$ cat src/rtl/shwin_pkg.sv
package shwin_pkg;
  localparam int HOST_AW_D = 20;
  localparam int RAM_AW_D  = 16;
  localparam int MIN_AW_D  = 13;
  localparam int SZ_W_D    = 2;
  localparam int CFG_W_D   = 8;
  localparam logic [1:0] PG_ARM_KEY = 2'b11;
  typedef enum logic { SEL_RELOC = 1'b0, SEL_PAGE = 1'b1 } cfg_sel_e;
endpackage

$ cat src/rtl/shwin_cfg.sv
module shwin_cfg
  import shwin_pkg::*;
#(
  parameter int CFG_W  = CFG_W_D,
  parameter int BASE_W = 7,
  parameter int PAGE_W = 3,
  parameter bit PAGING = 1'b1
) (
  input  logic              clk,
  input  logic              rst_n,
  input  logic              we,
  input  logic              sel,
  input  logic [CFG_W-1:0]  wdata,
  output logic [BASE_W-1:0] base_hi,
  output logic              pg_active,
  output logic [PAGE_W-1:0] page_num
);
  logic [BASE_W-1:0] reloc_q;
  logic unused_bits;

  always_ff @(posedge clk) begin
    if (!rst_n) reloc_q <= '0;
    else if (we && sel == SEL_RELOC) reloc_q <= wdata[BASE_W:1];
  end
  assign base_hi = reloc_q;

  generate
    if (PAGING) begin : g_page
      logic [CFG_W-1:0] page_q;
      always_ff @(posedge clk) begin
        if (!rst_n) page_q <= '0;
        else if (we && sel == SEL_PAGE) page_q <= wdata;
      end
      assign pg_active   = page_q[CFG_W-1 -: 2] == PG_ARM_KEY;
      assign page_num    = page_q[PAGE_W-1:0];
      assign unused_bits = ^{wdata[0], page_q[CFG_W-3:PAGE_W]};


      page_wr_chk: assert property (@(posedge clk) disable iff (!rst_n)
        (we && sel == SEL_PAGE) |=> (page_num == $past(wdata[PAGE_W-1:0])));
    end else begin : g_nopage
      assign pg_active   = 1'b0;
      assign page_num    = '0;
      assign unused_bits = wdata[0];
    end
  endgenerate


  reloc_wr_chk: assert property (@(posedge clk) disable iff (!rst_n)
    (we && sel == SEL_RELOC) |=> (base_hi == $past(wdata[BASE_W:1])));
endmodule

$ cat src/rtl/shwin_match.sv
module shwin_match #(
  parameter int HOST_AW = 20,
  parameter int RAM_AW  = 16,
  parameter int MIN_AW  = 13,
  parameter int SZ_W    = 2
) (
  input  logic [HOST_AW-1:0]        host_addr,
  input  logic [HOST_AW-MIN_AW-1:0] base_hi,
  input  logic [SZ_W-1:0]           size_code,
  output logic [HOST_AW-1:0]        win_mask,
  output logic                      hit,
  output logic                      in_aperture
);
  logic [HOST_AW-1:0] base_addr;

  always_comb begin
    base_addr   = {base_hi, {MIN_AW{1'b0}}};
    win_mask    = (HOST_AW'(1) << (MIN_AW + int'(size_code))) - HOST_AW'(1);
    hit         = ((host_addr ^ base_addr) & ~win_mask) == '0;
    in_aperture = host_addr[HOST_AW-1:RAM_AW] == base_addr[HOST_AW-1:RAM_AW];
  end
endmodule

$ cat src/rtl/shwin_xlate.sv
module shwin_xlate #(
  parameter int RAM_AW = 16,
  parameter int MIN_AW = 13,
  parameter int SZ_W   = 2,
  parameter int PAGE_W = 3
) (
  input  logic [RAM_AW-1:0] addr_lo,
  input  logic [RAM_AW-1:0] mask_lo,
  input  logic              pg_active,
  input  logic [PAGE_W-1:0] page_num,
  input  logic [SZ_W-1:0]   size_code,
  output logic [RAM_AW-1:0] ram_addr
);
  logic [RAM_AW-1:0] page_term;

  always_comb begin
    page_term = '0;
    if (pg_active) page_term = RAM_AW'(page_num) << (MIN_AW + int'(size_code));
    ram_addr = (addr_lo & mask_lo) | page_term;
  end
endmodule

$ cat src/rtl/shwin_top.sv
module shwin_top
  import shwin_pkg::*;
#(
  parameter int HOST_AW = HOST_AW_D,
  parameter int RAM_AW  = RAM_AW_D,
  parameter int MIN_AW  = MIN_AW_D,
  parameter int SZ_W    = SZ_W_D,
  parameter int CFG_W   = CFG_W_D,
  parameter bit PAGING  = 1'b1
) (
  input  logic               clk,
  input  logic               rst_n,
  input  logic               cfg_we,
  input  logic               cfg_sel,
  input  logic [CFG_W-1:0]   cfg_wdata,
  input  logic [SZ_W-1:0]    size_code,
  input  logic [HOST_AW-1:0] host_addr,
  input  logic               host_valid,
  output logic [CFG_W-1:0]   win_size_rd,
  output logic               hit,
  output logic [RAM_AW-1:0]  ram_addr,
  output logic               viol
);
  localparam int BASE_W = HOST_AW - MIN_AW;
  localparam int PAGE_W = RAM_AW - MIN_AW;

  logic [BASE_W-1:0]  base_hi;
  logic               pg_active;
  logic [PAGE_W-1:0]  page_num;
  logic [HOST_AW-1:0] win_mask;
  logic               in_aperture;
  logic               unused_mask;

  shwin_cfg #(.CFG_W(CFG_W), .BASE_W(BASE_W), .PAGE_W(PAGE_W), .PAGING(PAGING)) cfg_i (
    .clk(clk), .rst_n(rst_n), .we(cfg_we), .sel(cfg_sel), .wdata(cfg_wdata),
    .base_hi(base_hi), .pg_active(pg_active), .page_num(page_num));

  shwin_match #(.HOST_AW(HOST_AW), .RAM_AW(RAM_AW), .MIN_AW(MIN_AW), .SZ_W(SZ_W)) match_i (
    .host_addr(host_addr), .base_hi(base_hi), .size_code(size_code),
    .win_mask(win_mask), .hit(hit), .in_aperture(in_aperture));

  shwin_xlate #(.RAM_AW(RAM_AW), .MIN_AW(MIN_AW), .SZ_W(SZ_W), .PAGE_W(PAGE_W)) xlate_i (
    .addr_lo(host_addr[RAM_AW-1:0]), .mask_lo(win_mask[RAM_AW-1:0]),
    .pg_active(pg_active), .page_num(page_num), .size_code(size_code),
    .ram_addr(ram_addr));

  assign unused_mask = ^win_mask[HOST_AW-1:RAM_AW];
  assign win_size_rd = CFG_W'({size_code, 2'b00});

  always_ff @(posedge clk) begin
    if (!rst_n) viol <= 1'b0;
    else        viol <= host_valid && in_aperture && !hit;
  end


  viol_cause_chk: assert property (@(posedge clk) disable iff (!rst_n)
    viol |-> ($past(host_valid) && !$past(hit)));

  full_win_no_viol_chk: assert property (@(posedge clk) disable iff (!rst_n)
    (size_code == '1) |=> !viol);

  hit_in_aperture_chk: assert property (@(posedge clk) disable iff (!rst_n)
    hit |-> (host_addr[HOST_AW-1:RAM_AW] == base_hi[BASE_W-1:RAM_AW-MIN_AW]));

  flat_map_chk: assert property (@(posedge clk) disable iff (!rst_n)
    !pg_active |-> ((ram_addr & ~win_mask[RAM_AW-1:0]) == '0));
endmodule

$ cat config.mk
export PLATFORM = sky130hd
export DESIGN_NAME = shwin_top
export DESIGN_NICKNAME = d
export VERILOG_FILES = /design/src/rtl/shwin_pkg.sv /design/src/rtl/shwin_cfg.sv /design/src/rtl/shwin_match.sv /design/src/rtl/shwin_xlate.sv /design/src/rtl/shwin_top.sv
export SDC_FILE = /design/constraint.sdc
export NUM_CORES = 1
export LEC_CHECK = 0
export BUFFER_PORTS_ARGS = -buffer_cell sky130_fd_sc_hd__buf_2
export CORE_MARGIN = 2
export CORE_UTILIZATION = 49
export DETAILED_ROUTE_END_ITERATION = 10
export PLACE_DENSITY_LB_ADDON = 0.05
export RECOVER_POWER = 25
export REMOVE_ABC_BUFFERS = 1
export SLEW_MARGIN = 20
export SYNTH_ARGS = -nofsm -noshare
export SYNTH_HDL_FRONTEND = slang
export SYNTH_SLANG_ARGS = --single-unit
$ cat constraint.sdc
create_clock -name clk -period 4.8 [get_ports clk]
set_clock_uncertainty 0.2 [all_clocks]
set_input_delay 0.96 -clock clk [delete_from_list [all_inputs] [get_ports clk]]
set_output_delay 0.96 -clock clk [all_outputs]
set_load 0.02 [all_outputs]
Word-level counts from Yosys, hierarchy flattened
Cells that the tools add are included.

Bitwise gates (word level): 6. Equality and inequality tests: 2. Reduce and logical (&&, ||, !) cells: 6. Multiplexer cells: 1. Add/sub/neg operators: 2. Shift operators: 2.

Operators with widths (count): left shift 1 x 32 -> 20 bit (first input constant) (1); left shift 3 x 32 -> 16 bit (1); AND 20 bit (1); zero test 20 bit (1); NOT 20 bit (1); subtractor 20 x 2 -> 20 bit (second input constant) (1); XOR 20 bit (1); AND 16 bit (1); 2-to-1 mux 16 bit (1); OR 16 bit (1); adder 4 x 2 -> 5 bit (first input constant) (1); == test 4 bit (1); logical AND 1 bit (4); == test 2 bit (second input constant) (1); zero test 1 bit (1); NOT 1 bit (1).

Output and inout bits: 26. Input bits: 35. Flip-flop bits (word level): 16.

Depth between registers and ports, before layout
Word-level depth: 8. Depth in mapped cells: 10. Depth with buffers taken out: 9.

By module
From an unflattened synthesis, not the netlist that was laid out.

Cell total of the unflattened synthesis: 128. Area total of the unflattened synthesis: 1034.7 um2.

By module, submodules not included: shwin_cfg (cells an instance 54, area each 496.7 um2, instances 1); shwin_match (cells an instance 34, area each 257.7 um2, instances 1); shwin_xlate (cells an instance 29, area each 186.4 um2, instances 1); shwin_top (cells an instance 11, area each 93.8 um2, instances 1).

Least setup slack after synthesis
OpenSTA, ideal clock, no wires.

Path type: input port to output port. Start: input size_code[0]. End: output ram_addr[14]. Data arrival time: 2600 ps. Setup slack: 1040 ps. Data required time: 3640 ps. Stages: 6. Cells stage by stage: clkbuf_1 > inv_1 > ha_1 > mux2_1 > a22oi_1 > o32ai_1.

Word-level cells in the longest chain between the ends: 5.

Ends and longest elaborated chain: start, declared (line shwin_top.sv:16) `input logic [SZ_W-1:0] size_code,`; adder 4 x 2 -> 5 bit * (line shwin_match.sv:18, shwin_xlate.sv:18); left shift 1 x 32 -> 20 bit (line shwin_match.sv:18) `win_mask = (HOST_AW'(1) << (MIN_AW + int'(size_code))) - HOST_AW'(1);`; subtractor 20 x 2 -> 20 bit (line shwin_match.sv:18); AND 16 bit (line shwin_xlate.sv:19) `ram_addr = (addr_lo & mask_lo) | page_term;`; OR 16 bit * (line shwin_xlate.sv:19); end, declared (line shwin_top.sv:21) `output logic [RAM_AW-1:0] ram_addr,`.

Mark *: on every way between the ends. The rest lies on a longest branch, timed or not.

Worst setup path in the final report
Start: input size_code[0]. End: output hit.

Word-level cells in the longest chain between the ends: 6.

Ends and longest elaborated chain: adder 4 x 2 -> 5 bit (line shwin_match.sv:18); left shift 1 x 32 -> 20 bit (line shwin_match.sv:18); subtractor 20 x 2 -> 20 bit (line shwin_match.sv:18); NOT 20 bit (line shwin_match.sv:19) `hit = ((host_addr ^ base_addr) & ~win_mask) == '0;`; AND 20 bit (line shwin_match.sv:19); zero test 20 bit (line shwin_match.sv:19); end, declared (line shwin_top.sv:20) `output logic hit,`.

No other way between the ends.

==> results by group <==
Synthesis
  • Synth top area share: 0.221
  • Post-synth EDFFs: 0
  • Flops & latches, synth: 13
  • Post-synth ARST share: 0
  • Post-synth top area cell: dfxtp_1
  • Most frequent cell after synthesis: nand2_1
  • Sequential fraction of the synthesis area: 0.221
  • Post-synth top flop: dfxtp_1
  • Synthesis warning total: 0
  • Synthesized instance count: 142
  • Mapped cell area: 1180 sq um
  • Synth top area cells: dfxtp_1, ha_1, mux2i_1
  • Commonest cells post-synth: nand2_1, dfxtp_1, ha_1
  • Distinct cell type count after synthesis: 44
  • Mean Syn Cell Area: 8.29 sq um

Power
  • Worst vdd ir: 178 uV
  • Clock power share: 0.238
  • Switch Pwr: 95.3 uW
  • P_int: 187 uW
  • P_leak: 0.705 nW
  • Logic pwr share: 0.349
  • Flop pwr share: 0.413
  • Pwr/cell area: 195 nW/um^2
  • Sw Ratio: 0.338

Global routing
  • Total GRT Usage: 0.206
  • Largest net degree at the start of global routing: 14
  • Grt total ovfl: 0
  • First-pass GRT wire length: 4.26 mm
  • Vias in the first global route: 1001
  • Initial antenna violation count: 0

CTS
  • Post-CTS sizing: 0
  • Clock Pin Slew Worst Setup and Hold Paths: 0.08 ns
  • Clk sinks: 13
  • Post-CTS Setup Bufs: 0
  • Number of hold buffers added after cts: 0
  • CTS tree: done
  • H-tree levels: 1
  • Num CTS Buffers: 3
  • Clock Path Buffers: 2
  • Clock Latency Late Sink: 0.27 ns
  • CTS root buf: clkbuf_4

Die
  • Die area: 2810 sq um
  • IO Count: 61
  • Initial Util: 0.527
  • Die W: 53.0 um
  • Row count: 17
  • Core area: 2230 sq um
  • Die height: 53.0 um

Drt
  • Remaining DRCs: 0
  • Iter 0 DRT Violations: 19
  • DR vias/cell: 5.15
  • DR vias: 1144
  • Wire per inst: 12.4 um
  • 1st-pass router iterations: 4
  • DRT antenna net count: 0
  • Routed WL: 2.75 mm

STA
  • Slew @ Worst Pin: 0.775 ns
  • # setup viols final: 0
  • Final Hold Vio Count: 0
  • Fin crit period: 3.95 ns
  • RSZ-0062 raised after global routing: false
  • Fin Setup TNS: 0 ns
  • Final worst-path cycle share: 0.822
  • FMAX: 253 MHz
  • Final Max Tran Viols: 0
  • Worst relative slew slack: 0.482

Hold path
  • Hold Path Class: register to register
  • Hold Path Sink: cfg_i.g_page.page_q[7]$_SDFFE_PN0P_
  • Hold path cells: 2
  • Hold_sp: cfg_i.g_page.page_q[7]$_SDFFE_PN0P_

Critical path
  • FF-to-FF End: viol$_SDFF_PN0_
  • Crit path kind: input pin to output port
  • FF-to-FF path depth: 5
  • R2R Path Start: cfg_i.base_hi[3]$_SDFFE_PN0P_
  • Max stage delay on crit path: 0.28 ns
  • Worst reg-to-reg setup slack: 3.18 ns
  • CP Cell Sequence: buf_2 -> inv_1 -> ha_1 -> inv_1 -> ha_1 -> a22o_1 -> a2111oi_4 -> and4b_4 -> buf_2
  • CP max stage cell: and4b_4
  • Crit. End Element: output port
  • Type of origin of the critical path: input pin
  • Critical Path AT: 2.79 ns
  • Required time worst endpoint: 3.64 ns
  • Worst-path fanout max: 13

Cells and area
  • Nets: 240
  • Layout area overhead: 22.7%
  • Layout cell share with drive strength beyond 1: 0.335
  • Final Util: 0.647
  • N_diodes: 0

Placed design
  • Routability congestion estimate: 0.881
  • Input/output buffers: 54
  • Post-DP HPWL: 2.29 mm

Outcome
  • Outcome: finished, final reports clean

Run
  • Max-Cap Viols: 0
[critical path: cells and delay by family]
kind / cells / cell delay (ns)
simple gates: 1 / 0.28
fa+ha+maj: 2 / 0.49
buf+inv: 4 / 0.63
compound gates: 2 / 0.42
[logic make-up after synthesis]
group | synth area share
AOI/OAI and AO/OA | 0.157
xor gates and xnor gates | 0.0595
adders and majority gates | 0.106
buffers and inverters | 0.0903
DFF | 0.221
muxes | 0.0871
other | 0.00638
and+or+nand+nor | 0.272
[state kept, by name, indices dropped and copies added, names as in the netlist]
register             count
cfg_i.base_hi            7
cfg_i.g_page.page_q      5
viol                     1
[layer usage]
| layer | up-vias | share of wire | global-route usage |
|---|---|---|---|
| met4 | 0 | 0.016 | 0.0940 |
| met5 | - | 0 | 0 |
| met3 | 6 | 0.059 | 0.0113 |
| met2 | 49 | 0.47 | 0.373 |
| met1 | 502 | 0.45 | 0.246 |
| li1 | 587 | - | - |
[layout by cell type (no fill, tap or decap), types with 2 or more instances in the layout]
master / n
nor3_1: 3
xor2_1: 3
and2_2: 2
ha_1: 10
nor2_1: 6
a21oi_1: 2
xnor2_1: 5
clkbuf_1: 3
inv_1: 6
and3_1: 3
dfxtp_1: 13
o21ai_1: 2
conb_1: 8
clkbuf_4: 3
o22ai_1: 2
nand2_1: 18
a31o_1: 2
nor2b_1: 9
and3_2: 2
nand3_1: 6
buf_2: 52
nand4_1: 2
a21boi_0: 5
mux2i_1: 8
[per-stage QoR]
stage / power [mW] / hold WS [ns] / cells / instance area (sq um) / setup WS (ns)
after floorplan: 0.179 / 0.243 / 136 / 1120 / 1.34
after global placement: 0.214 / 0.256 / 218 / 1420 / 0.962
after detailed placement: 0.217 / 0.258 / 218 / 1420 / 0.865
after CTS: 0.283 / 0.269 / 222 / 1450 / 0.859
after global routing: 0.299 / 0.306 / 222 / 1450 / 0.712
final: 0.282 / 0.263 / 222 / 1450 / 0.853
[power by group through the flow]
stage / registers [mW] / logic, mW / clock network (mW)
floorplan: 0.118 / 0.0605 / 0
global placement: 0.119 / 0.0954 / 0
detailed placement: 0.119 / 0.0978 / 0
CTS: 0.116 / 0.0981 / 0.0687
global route: 0.117 / 0.108 / 0.0741
finish: 0.116 / 0.0984 / 0.0672
[how the worst max path moves through the flow]
stage | from | endpoint | cells past startpoint
after global placement | size_code[0] | hit | 9
after floorplan | size_code[0] | hit | 7
after global routing | size_code[0] | hit | 9
final | size_code[0] | hit | 9
after CTS | size_code[0] | hit | 9
after detailed placement | size_code[0] | hit | 9
[layout make-up]
class / count / area (sq um)
clock buffer: 4 / 26.3
inverter: 6 / 22.5
timing repair buffer: 54 / 268
tap: 28 / 35.0
fill: 207 / 788
multi-input combinational: 117 / 833
sequential: 13 / 260
Note: power is estimated with default switching activity, not from simulation.
